==> config.mk <==
export PLATFORM = sky130hd
export DESIGN_NAME = insn_ctl_decoder
export DESIGN_NICKNAME = d
export VERILOG_FILES = /design/src/rtl/ctl_pkg.sv /design/src/rtl/ctl_main_dec.sv /design/src/rtl/ctl_alu_dec.sv /design/src/rtl/insn_ctl_decoder.sv
export SDC_FILE = /design/constraint.sdc
export NUM_CORES = 1
export LEC_CHECK = 0
export BUFFER_PORTS_ARGS = -buffer_cell sky130_fd_sc_hd__buf_4
export CAP_MARGIN = 25
export CORE_AREA = 2 2 39 41
export DETAILED_ROUTE_END_ITERATION = 6
export DIE_AREA = 0 0 41 43
export SYNTH_ARGS = -nofsm -noshare
export SYNTH_HDL_FRONTEND = slang
export SYNTH_SLANG_ARGS = --single-unit
==> constraint.sdc <==
create_clock -name vclk -period 1.07
set_input_delay 0 -clock vclk [all_inputs]
set_output_delay 0 -clock vclk [all_outputs]
set_load 0.01 [all_outputs]
==> src/rtl/ctl_pkg.sv <==
package ctl_pkg;
  localparam int OP_W  = 6;
  localparam int FN_W  = 6;
  localparam int ALU_W = 4;

  localparam logic [OP_W-1:0] OP_RTYPE = 6'b000000;
  localparam logic [OP_W-1:0] OP_JMP   = 6'b000010;
  localparam logic [OP_W-1:0] OP_BEQ   = 6'b000100;
  localparam logic [OP_W-1:0] OP_BNE   = 6'b000101;
  localparam logic [OP_W-1:0] OP_ADDI  = 6'b001000;
  localparam logic [OP_W-1:0] OP_ANDI  = 6'b001100;
  localparam logic [OP_W-1:0] OP_ORI   = 6'b001101;
  localparam logic [OP_W-1:0] OP_LW    = 6'b100011;
  localparam logic [OP_W-1:0] OP_SW    = 6'b101011;

  localparam logic [FN_W-1:0] FN_ADD = 6'b100000;
  localparam logic [FN_W-1:0] FN_SUB = 6'b100010;
  localparam logic [FN_W-1:0] FN_AND = 6'b100100;
  localparam logic [FN_W-1:0] FN_OR  = 6'b100101;
  localparam logic [FN_W-1:0] FN_SLT = 6'b101010;

  typedef enum logic [ALU_W-1:0] {
    ALU_AND = 4'b0000,
    ALU_OR  = 4'b0001,
    ALU_ADD = 4'b0010,
    ALU_SUB = 4'b0110,
    ALU_SLT = 4'b0111,
    ALU_NOR = 4'b1100
  } alu_op_e;

  typedef struct packed {
    logic dst_is_rd;
    logic reg_wr;
    logic sext_imm;
    logic src_is_imm;
    logic mem_rd;
    logic mem_wr;
    logic wb_from_mem;
    logic br_eq;
    logic br_ne;
    logic jump;
  } ctl_t;

  localparam ctl_t CTL_INERT = '0;

  // Returns {legal, code} for a register-register function field.
  function automatic logic [ALU_W:0] funct_to_alu(input logic [FN_W-1:0] fn);
    case (fn)
      FN_ADD:  return {1'b1, ALU_ADD};
      FN_SUB:  return {1'b1, ALU_SUB};
      FN_AND:  return {1'b1, ALU_AND};
      FN_OR:   return {1'b1, ALU_OR};
      FN_SLT:  return {1'b1, ALU_SLT};
      default: return {1'b0, ALU_AND};
    endcase
  endfunction
endpackage

==> src/rtl/ctl_main_dec.sv <==
module ctl_main_dec
  import ctl_pkg::*;
(
  input  logic [OP_W-1:0] opcode_i,
  output ctl_t            ctl_o,
  output logic            is_rtype_o,
  output logic            op_known_o
);
  ctl_t c;

  always_comb begin
    c          = CTL_INERT;
    op_known_o = 1'b1;
    case (opcode_i)
      OP_RTYPE: begin c.dst_is_rd = 1'b1; c.reg_wr = 1'b1; end
      OP_ADDI:  begin c.reg_wr = 1'b1; c.src_is_imm = 1'b1; c.sext_imm = 1'b1; end
      OP_ANDI,
      OP_ORI:   begin c.reg_wr = 1'b1; c.src_is_imm = 1'b1; end
      OP_LW:    begin
        c.reg_wr = 1'b1; c.src_is_imm = 1'b1; c.sext_imm = 1'b1;
        c.mem_rd = 1'b1; c.wb_from_mem = 1'b1;
      end
      OP_SW:    begin c.mem_wr = 1'b1; c.src_is_imm = 1'b1; c.sext_imm = 1'b1; end
      OP_BEQ:   c.br_eq = 1'b1;
      OP_BNE:   c.br_ne = 1'b1;
      OP_JMP:   c.jump  = 1'b1;
      default:  op_known_o = 1'b0;
    endcase
  end

  assign ctl_o      = c;
  assign is_rtype_o = (opcode_i == OP_RTYPE);

  always_comb begin
    p_unknown_inert_r9: assert (op_known_o || (ctl_o == CTL_INERT))
      else $error("unknown opcode drives an active control");
  end
endmodule

==> src/rtl/ctl_alu_dec.sv <==
module ctl_alu_dec
  import ctl_pkg::*;
(
  input  logic [OP_W-1:0]  opcode_i,
  input  logic [FN_W-1:0]  funct_i,
  output logic [ALU_W-1:0] alu_op_o,
  output logic             funct_ok_o
);
  logic [ALU_W:0] fn_dec;

  assign fn_dec = funct_to_alu(funct_i);

  always_comb begin
    funct_ok_o = 1'b0;
    case (opcode_i)
      OP_RTYPE: begin alu_op_o = fn_dec[ALU_W-1:0]; funct_ok_o = fn_dec[ALU_W]; end
      OP_ADDI, OP_LW, OP_SW: alu_op_o = ALU_ADD;
      OP_ANDI:               alu_op_o = ALU_AND;
      OP_ORI:                alu_op_o = ALU_OR;
      OP_BEQ, OP_BNE:        alu_op_o = ALU_SUB;
      default:               alu_op_o = ALU_AND;
    endcase
  end

  always_comb begin
    p_rtype_no_nor_r2: assert (!(opcode_i == OP_RTYPE) || (alu_op_o != ALU_NOR))
      else $error("register-register decode produced NOR");
  end
endmodule

==> src/rtl/insn_ctl_decoder.sv <==
module insn_ctl_decoder
  import ctl_pkg::*;
(
  input  logic [5:0] opcode_i,
  input  logic [5:0] funct_i,
  output logic       dst_is_rd_o,
  output logic       reg_wr_o,
  output logic       sext_imm_o,
  output logic       src_is_imm_o,
  output logic       mem_rd_o,
  output logic       mem_wr_o,
  output logic       wb_from_mem_o,
  output logic       br_eq_o,
  output logic       br_ne_o,
  output logic       jump_o,
  output logic [3:0] alu_op_o
);
  ctl_t             main_ctl;
  ctl_t             final_ctl;
  logic             is_rtype;
  logic             op_known;
  logic             funct_ok;
  logic             rtype_bad;
  logic [ALU_W-1:0] alu_raw;
  logic             flow_any;

  ctl_main_dec u_main (
    .opcode_i   (opcode_i),
    .ctl_o      (main_ctl),
    .is_rtype_o (is_rtype),
    .op_known_o (op_known)
  );

  ctl_alu_dec u_alu (
    .opcode_i   (opcode_i),
    .funct_i    (funct_i),
    .alu_op_o   (alu_raw),
    .funct_ok_o (funct_ok)
  );

  // an unsupported function under opcode 000000 makes the whole word inert.
  assign rtype_bad = is_rtype && !funct_ok;
  assign final_ctl = rtype_bad ? CTL_INERT : main_ctl;

  assign dst_is_rd_o   = final_ctl.dst_is_rd;
  assign reg_wr_o      = final_ctl.reg_wr;
  assign sext_imm_o    = final_ctl.sext_imm;
  assign src_is_imm_o  = final_ctl.src_is_imm;
  assign mem_rd_o      = final_ctl.mem_rd;
  assign mem_wr_o      = final_ctl.mem_wr;
  assign wb_from_mem_o = final_ctl.wb_from_mem;
  assign br_eq_o       = final_ctl.br_eq;
  assign br_ne_o       = final_ctl.br_ne;
  assign jump_o        = final_ctl.jump;
  assign alu_op_o      = rtype_bad ? ALU_AND : alu_raw;

  assign flow_any = br_eq_o || br_ne_o || jump_o;

  always_comb begin
    p_flow_onehot_r7: assert ($onehot0({br_eq_o, br_ne_o, jump_o}))
      else $error("more than one next-PC flag");
    p_flow_no_write_r8: assert (!flow_any || !(reg_wr_o || mem_rd_o || mem_wr_o))
      else $error("control-flow word writes state");
    p_branch_sub_r7: assert (!(br_eq_o || br_ne_o) || (alu_op_o == ALU_SUB))
      else $error("branch without subtract");
    p_mem_excl_r6: assert (!(mem_rd_o && mem_wr_o))
      else $error("memory read and write together");
    p_wb_mem_r5: assert (wb_from_mem_o == mem_rd_o)
      else $error("write-back source disagrees with memory read");
    p_bad_funct_r10: assert (!rtype_bad || !(reg_wr_o || dst_is_rd_o))
      else $error("bad function code still writes");
  end
endmodule

# Word-level counts from Yosys, hierarchy flattened
# Cells that the tools add are included.
# totals
word_cells	34
ff_bits	0
out_inout_bits	14
in_bits	12
# classes
reduce_logical	7
n_eq_ne	13
n_mux	14
# ops
cell	count
6-bit equality test (second input constant)	7
5-bit case mux with 5 select lines	1
6-bit by 4-bit equality test with 1-bit output (second input constant)	3
4-bit case mux with 4 select lines	1
6-bit by 3-bit equality test with 1-bit output (second input constant)	2
1-bit 2-to-1 mux	10
10-bit 2-to-1 mux	1
5-bit OR reduction	2
6-bit by 2-bit equality test with 1-bit output (second input constant)	1
6-bit logical NOT	1
4-bit 2-to-1 mux	1
3-bit OR reduction	1
2-bit OR reduction	1
1-bit logical AND	1
1-bit logical NOT	1

# Logic depth before layout (Yosys ltp)
# Gate-level depths: netlist of the first run.
# depth
ltp_word	6
ltp_mapped	5
depth_no_buf	4

# Cells and area by module
# A second synthesis of the first run with hierarchy kept.
# unflattened
hier_cells	69
area_unflattened_um2	480.5
# modules_own_cells
module	cells_per_inst	n_inst	area_each_um2	seq_area_each_um2
ctl_main_dec	27	1	170.2	0.0
ctl_alu_dec	26	1	167.7	0.0
insn_ctl_decoder	16	1	142.6	0.0

# Worst setup path after synthesis of the first run
# Ideal clock, no wire load.
# synth_path
kind	input to output
startpoint	input opcode_i[4]
endpoint	output reg_wr_o
required_time_ns	1.070
slack_ns	0.040
n_path_buf	1
arrival_time_ns	1.030
stages	4
path_cell_list	buf_6 -> or3_1 -> or4_1 -> nand2_1
# synth_between
elab_chain_len	5
elab_cells_between_ends	11
cone_classes	eq/ne: 4; mux: 3; reduce/logical: 4
# synth_lines
element	line_no	text
from (decl)	insn_ctl_decoder.sv:4	input logic [5:0] opcode_i,
branches (longest 4 deep; another with 6-bit by 4-bit equality test with 1-bit output)	-	
10-bit 2-to-1 mux *	insn_ctl_decoder.sv:43	assign final_ctl = rtype_bad ? CTL_INERT : main_ctl;
to (decl)	insn_ctl_decoder.sv:7	output logic reg_wr_o,
# Mark *: on every way between the ends.

# Final worst setup path of the first run
# layout_path
startpoint	input opcode_i[5]
endpoint	output reg_wr_o
# The elaborated chain is that of the path after synthesis.

==> impl_metrics.csv, run 1 <==
group,metric,value,unit
outcome,outcome,"finished, violations left",
outcome,violated_checks,"setup timing",
setup_path,crit_path_start_kind,"primary input",
timing,layout_worst_path_cycle_share,105,%
timing,timing.setup.tns,-0.0527,ns
finish,drive_above_1_share,49.3,%
pwr,power,0.139,mW
setup_path,worst-path-buf-inv,2,
route,detail_route.wirelength,874,µm
finish,area_growth_syn_to_layout,80.8,%
route,detail_route.vias_per_cell,4.78,
die,total_number_of_placement_rows,14,
timing,final-max-slew-violation-count,0,
pwr,vdd_ir_drop_max,0.131,mV
timing,post-route-min-period,1.12,ns
setup_path,critical-path-max-stage-delay,0.49,ns
logic_synthesis,synth_area,287,µm²
logic_synthesis,yosys.area.top_type,"buf_6",
die,ioPinCount,26,
setup_path,worst_ep_arrival_time,1.12,ns
timing,maxClockFrequency,891,MHz
place,placedInstanceArea,487,µm²
setup_path,critical-path-top-cell-by-count,"buf_6",
die,die_y,43,µm
die,width_of_the_chip,41,µm
logic_synthesis,synth_warnings,0,
global_route,globalRoute.totalOverflow,0,
global_route,antenna_found_initial,0,
setup_path,worst-endpoint-required,1.07,ns
logic_synthesis,synth-adder-area-share,0,%
logic_synthesis,yosys-mux-area-fraction,3.49,%
logic_synthesis,synth_compound_area_share,16.6,%
timing,final_critical_path_setup_slack,-0.0527,ns
place,hpwlAfterDp,738,µm
logic_synthesis,postSynthNetCount,58,
global_route,grt_first_pass_wirelength,1400,µm
logic_synthesis,synth_cells,46,
logic_synthesis,post_synth_and_or_nand_nor_area_fraction,65.5,%
setup_path,crit_path_cell_trace,"buf_6 -> or3_4 -> or4_4 -> nand2_2 -> buf_6",
place,routabilityCongestion,0.727,
setup_path,timing.critical_path.max_delay_family,"simple AND/OR/NAND/NOR gates",
global_route,grt_pass1_vias,327,
finish,design.seq.count,0,
finish,fillCellCount,163,
logic_synthesis,synth.top_cells.by_area,"buf_6 7.9%, nor3_1 7.0%, and3_1 6.6%, nand2_1 6.6%, nor2_1 6.6%",
finish,multi_input_comb_area,265,µm²
place,io_buffer_count,25,
pwr,power_density,268,mW/mm²
logic_synthesis,post_synth_num_cell_types,25,
logic_synthesis,area_share_of_xor_xnor_cells_in_the_synthesized_design,0,%
setup_path,crit_slowest_cell,"or4_4",
setup_path,path_max_fanout,2,
logic_synthesis,avgSynthCellArea,6.23,µm²
finish,insertedDiodeCount,0,
min_path,class_of_the_most_critical_hold_timing_path,"primary input to output port",
global_route,grt_max_degree,10,
global_route,grt.total_usage,10.4,%
finish,mostFrequentLayoutCells,"25 x buf_4, 5 x nor2_1, 4 x nand2_1, 4 x buf_6",
die,starting_density_of_the_core,20.7,%
setup_path,worstSetupPathType,"primary input to output port",
timing,grt_setup_unrepaired,"yes",
route,dr.pass1.iters,4,
logic_synthesis,share_of_the_synthesized_area_in_the_top_cell_type,7.86,%
finish,layout.cells.most_common,"buf_4",
logic_synthesis,yosysSeqAreaShare,0,%
route,drc_marker_count_from_the_first_detailed_route_iteration,7,
cts,number_of_hold_buffers_added_after_cts,0,
timing,hold_violations,0,
die,core,0.00138,mm²
route,drc,0,
timing,final-setup-viol-count,1,
route,num_vias,416,
finish,nets,85,
pwr,standby_leakage_power,0.254,nW
finish,final.clkbuf_count,0,
route,drt-wirelength-per-cell,10.0,µm
finish,post-route-cell-area,518,µm²
route,route.antenna.remaining_nets,0,
cts,cts_setup_buffers,0,
logic_synthesis,combinational_family_with_the_most_area_after_synthesis,"simple AND/OR/NAND/NOR gates",
flow_run,timing.max_cap.violations,0,
finish,regArea,0,µm²
setup_path,setup.worst_path.end_class,"output port",
die,die_area,0.00176,mm²
-- stage by stage --
step / cells / hold slack (ns) / util [%] / setup slack, ns
after floorplan: 46 / 0.0507 / - / 0.0397
after global placement: 87 / 0.311 / 35.2 / -0.0899
after detailed placement: 87 / 0.304 / 35.2 / -0.107
after CTS: 87 / 0.311 / 36.8 / -0.0899
after global routing: 87 / 0.327 / 37.4 / -0.0751
final: 87 / 0.309 / 37.4 / -0.0527
-- worst min-delay path: cells and delay by family --
| kind | cells | cell delay [ns] |
|---|---|---|
| buf+inv | 2 | 0.25 |
| simple gates | 1 | 0.05 |
-- kinds of logic after synthesis --
kind of cell / count (synthesis)
AO/OA/AOI/OAI: 8
buffers and inverters: 4
multiplexers: 1
other: 1
AND/OR/NAND/NOR: 32
-- where the power goes --
part           switching, mW  internal, mW  total (mW)
Combinational         0.0640        0.0749       0.139
Clock                      0             0           0
Sequential                 0             0           0
-- Yosys cell counts --
| library cell | instances |
|---|---|
| nor4b_1 | 1 |
| a21oi_1 | 3 |
| nand2_1 | 5 |
| nand4b_1 | 2 |
| o21ai_0 | 1 |
| nor3_2 | 1 |
| a41o_1 | 1 |
| and3_1 | 3 |
| or3_1 | 1 |
| nand2b_1 | 1 |
| mux2i_1 | 1 |
| nor2_1 | 5 |
| nand3_1 | 2 |
| nand4_1 | 1 |
| and3b_1 | 1 |
| nor2b_1 | 1 |
| or4_1 | 1 |
| nor3b_1 | 2 |
| nand2b_2 | 1 |
| conb_1 | 1 |
| o21ai_1 | 1 |
| a31oi_1 | 2 |
| buf_4 | 2 |
| nor3_1 | 4 |
| buf_6 | 2 |
-- metal layers --
layer / global-route usage, % / share of wire [%]
met1: 17.4 / 47
met2: 15.3 / 45
met3: 0 / 7.8
met4: 0 / 0
met5: 0 / 0
-- layout make-up --
| cell class | count | share of cell area [%] |
|---|---|---|
| Timing Repair Buffer | 29 | 44.9 |
| Tap cell | 16 | 3.86 |
| Multi-Input combinational cell | 42 | 51.2 |
-- final timing paths --
kind	startpoint	to	slack (ns)	cells after the start
worst min-delay path	opcode_i[2]	sext_imm_o	0.31	3
worst max-delay path	opcode_i[5]	reg_wr_o	-0.05	5
-- repair_timing --
item                                    4_1_cts  5_1_grt
endpoints found under the setup margin        1        2
pin swaps                                     3        2
endpoints found under the hold margin         0        0
gates resized for setup                       6        2
Note: power is estimated with default switching activity, not from simulation.
==> inputs of run 2 (changes only) <==
--- a/config.mk
+++ b/config.mk
@@ -10,6 +10,7 @@
 export CORE_AREA = 2 2 39 41
 export DETAILED_ROUTE_END_ITERATION = 6
 export DIE_AREA = 0 0 41 43
+export SETUP_SLACK_MARGIN = 0.1
 export SYNTH_ARGS = -nofsm -noshare
 export SYNTH_HDL_FRONTEND = slang
 export SYNTH_SLANG_ARGS = --single-unit
==> run 2 against run 1 <==
  * The flow still finishes with violations (setup timing)
  * Fmax down 0.37%
  * Via count up 5.3%
  * Critical path depth unchanged
  * Non-clock buffer count up 1
  * Setup slack worse by 0.0042 ns
  * Critical endpoint unchanged
==> impl_metrics.csv, run 2 (synthesis results as in run 1) <==
group,metric,value,unit
global_route,antenna_found_initial,0,
die,core,0.00138,mm²
global_route,grt_pass1_vias,353,
finish,fillCellCount,151,
pwr,standby_leakage_power,0.267,nW
place,dp_slack,-0.147,ns
global_route,grt_max_degree,11,
timing,post-route-min-period,1.13,ns
timing,final_critical_path_setup_slack,-0.0568,ns
global_route,grt_first_pass_wirelength,1430,µm
min_path,hold_start,"opcode_i[2]",
timing,maxClockFrequency,887,MHz
place,io_buffer_count,25,
pwr,power,0.151,mW
finish,nets,86,
setup_path,setup.worst_path.end_class,"output port",
die,die_area,0.00176,mm²
finish,area_growth_syn_to_layout,93.0,%
flow_run,timing.max_cap.violations,0,
setup_path,crit_path_start_kind,"primary input",
timing,final-setup-viol-count,1,
setup_path,worst_ep_arrival_time,1.13,ns
route,detail_route.wirelength,942,µm
finish,regArea,0,µm²
route,dr.pass1.iters,4,
die,starting_density_of_the_core,20.7,%
min_path,hold_depth,3,
finish,layout.cells.most_common,"buf_4",
finish,insertedDiodeCount,0,
finish,drive_above_1_share,55.6,%
outcome,violated_checks,"setup timing",
min_path,worst_hold_path.endpoint,"sext_imm_o",
die,die_y,43,µm
place,routabilityCongestion,0.765,
route,drt-wirelength-per-cell,10.7,µm
outcome,outcome,"finished, violations left",
global_route,globalRoute.totalOverflow,0,
pwr,vdd_ir_drop_max,0.122,mV
timing,hold_violations,0,
finish,design.seq.count,0,
place,hpwlAfterDp,725,µm
finish,final.clkbuf_count,0,
route,num_vias,438,
timing,grt_setup_unrepaired,"yes",
setup_path,worst-endpoint-required,1.07,ns
die,total_number_of_placement_rows,14,
timing,layout_worst_path_cycle_share,105,%
route,detail_route.vias_per_cell,4.98,
route,drc,0,
die,width_of_the_chip,41,µm
timing,final-max-slew-violation-count,0,
die,ioPinCount,26,
route,drc_marker_count_from_the_first_detailed_route_iteration,4,
pwr,power_density,273,mW/mm²
setup_path,path_max_fanout,2,
finish,mostFrequentLayoutCells,"26 x buf_4, 4 x nor2_1, 4 x nand2_1, 4 x buf_6",
setup_path,worstSetupPathType,"primary input to output port",
min_path,class_of_the_most_critical_hold_timing_path,"primary input to output port",
route,route.antenna.remaining_nets,0,
global_route,grt.total_usage,10.6,%
## run 2: cell types whose count changed in the layout (fill, tap and decap cells not counted)
cell,previous run,this run
nor3_2,2,1
buf_4,25,26
o21ai_0,1,0
nor2_2,0,1
nor4b_1,1,0
and3b_2,0,1
o21ai_1,1,2
nor2_1,5,4
and3b_1,1,0
nor3_1,3,2
nor3_4,0,2
nor4b_2,0,1
## run 2: area by class of cell
cell class / count / area (µm²) / area share [%]
multi-input combinational: 42 / 293 / 52.9
tap: 16 / 20.0 / 3.62
timing repair buffer: 30 / 240 / 43.4
## run 2: worst max-delay path, cell delays in order
cell	delay, ns
buf_6	0.09
or3_4	0.38
or4_4	0.49
nand2_2	0.07
buf_6	0.09
## run 2: timing repair
action / CTS / global route
setup buffers: 0 / 1
endpoints found under the setup margin: 2 / 10
resized for setup: 5 / 9
hold endpoints to repair: 0 / 0
pin swaps: 3 / 5
hold buffers: 0 / 0
## run 2: metal layers
metal	track usage, %	vias to the layer above	share of wire [%]
met5	0	-	0
met4	0	0	0
met3	0.524	0	6.1
met2	17.5	13	52
met1	15.5	201	42
li1	-	224	-
## run 2: stage by stage
step / TNS, ns / util, % / cell area (µm²) / instances / hold slack (ns)
floorplan: 0 / - / 293 / 46 / 0.0507
global placement: -0.136 / 35.4 / 489 / 87 / 0.307
detailed placement: -0.147 / 35.4 / 489 / 87 / 0.307
CTS: -0.0698 / 36.8 / 509 / 87 / 0.311
global route: -0.0893 / 40.0 / 553 / 88 / 0.356
finish: -0.0568 / 40.0 / 553 / 88 / 0.331
## run 2: how the worst max path moves through the flow
stage	slack [ns]	endpoint	start
final	-0.06	reg_wr_o	opcode_i[4]
after global placement	-0.14	reg_wr_o	opcode_i[5]
after CTS	-0.07	reg_wr_o	opcode_i[4]
after global routing	-0.09	reg_wr_o	opcode_i[4]
after detailed placement	-0.15	reg_wr_o	opcode_i[5]
after floorplan	0.04	reg_wr_o	opcode_i[4]
## run 2: where the power goes
group	internal (mW)	switching (mW)
logic	0.0782	0.0728
registers	0	0
clock network	0	0
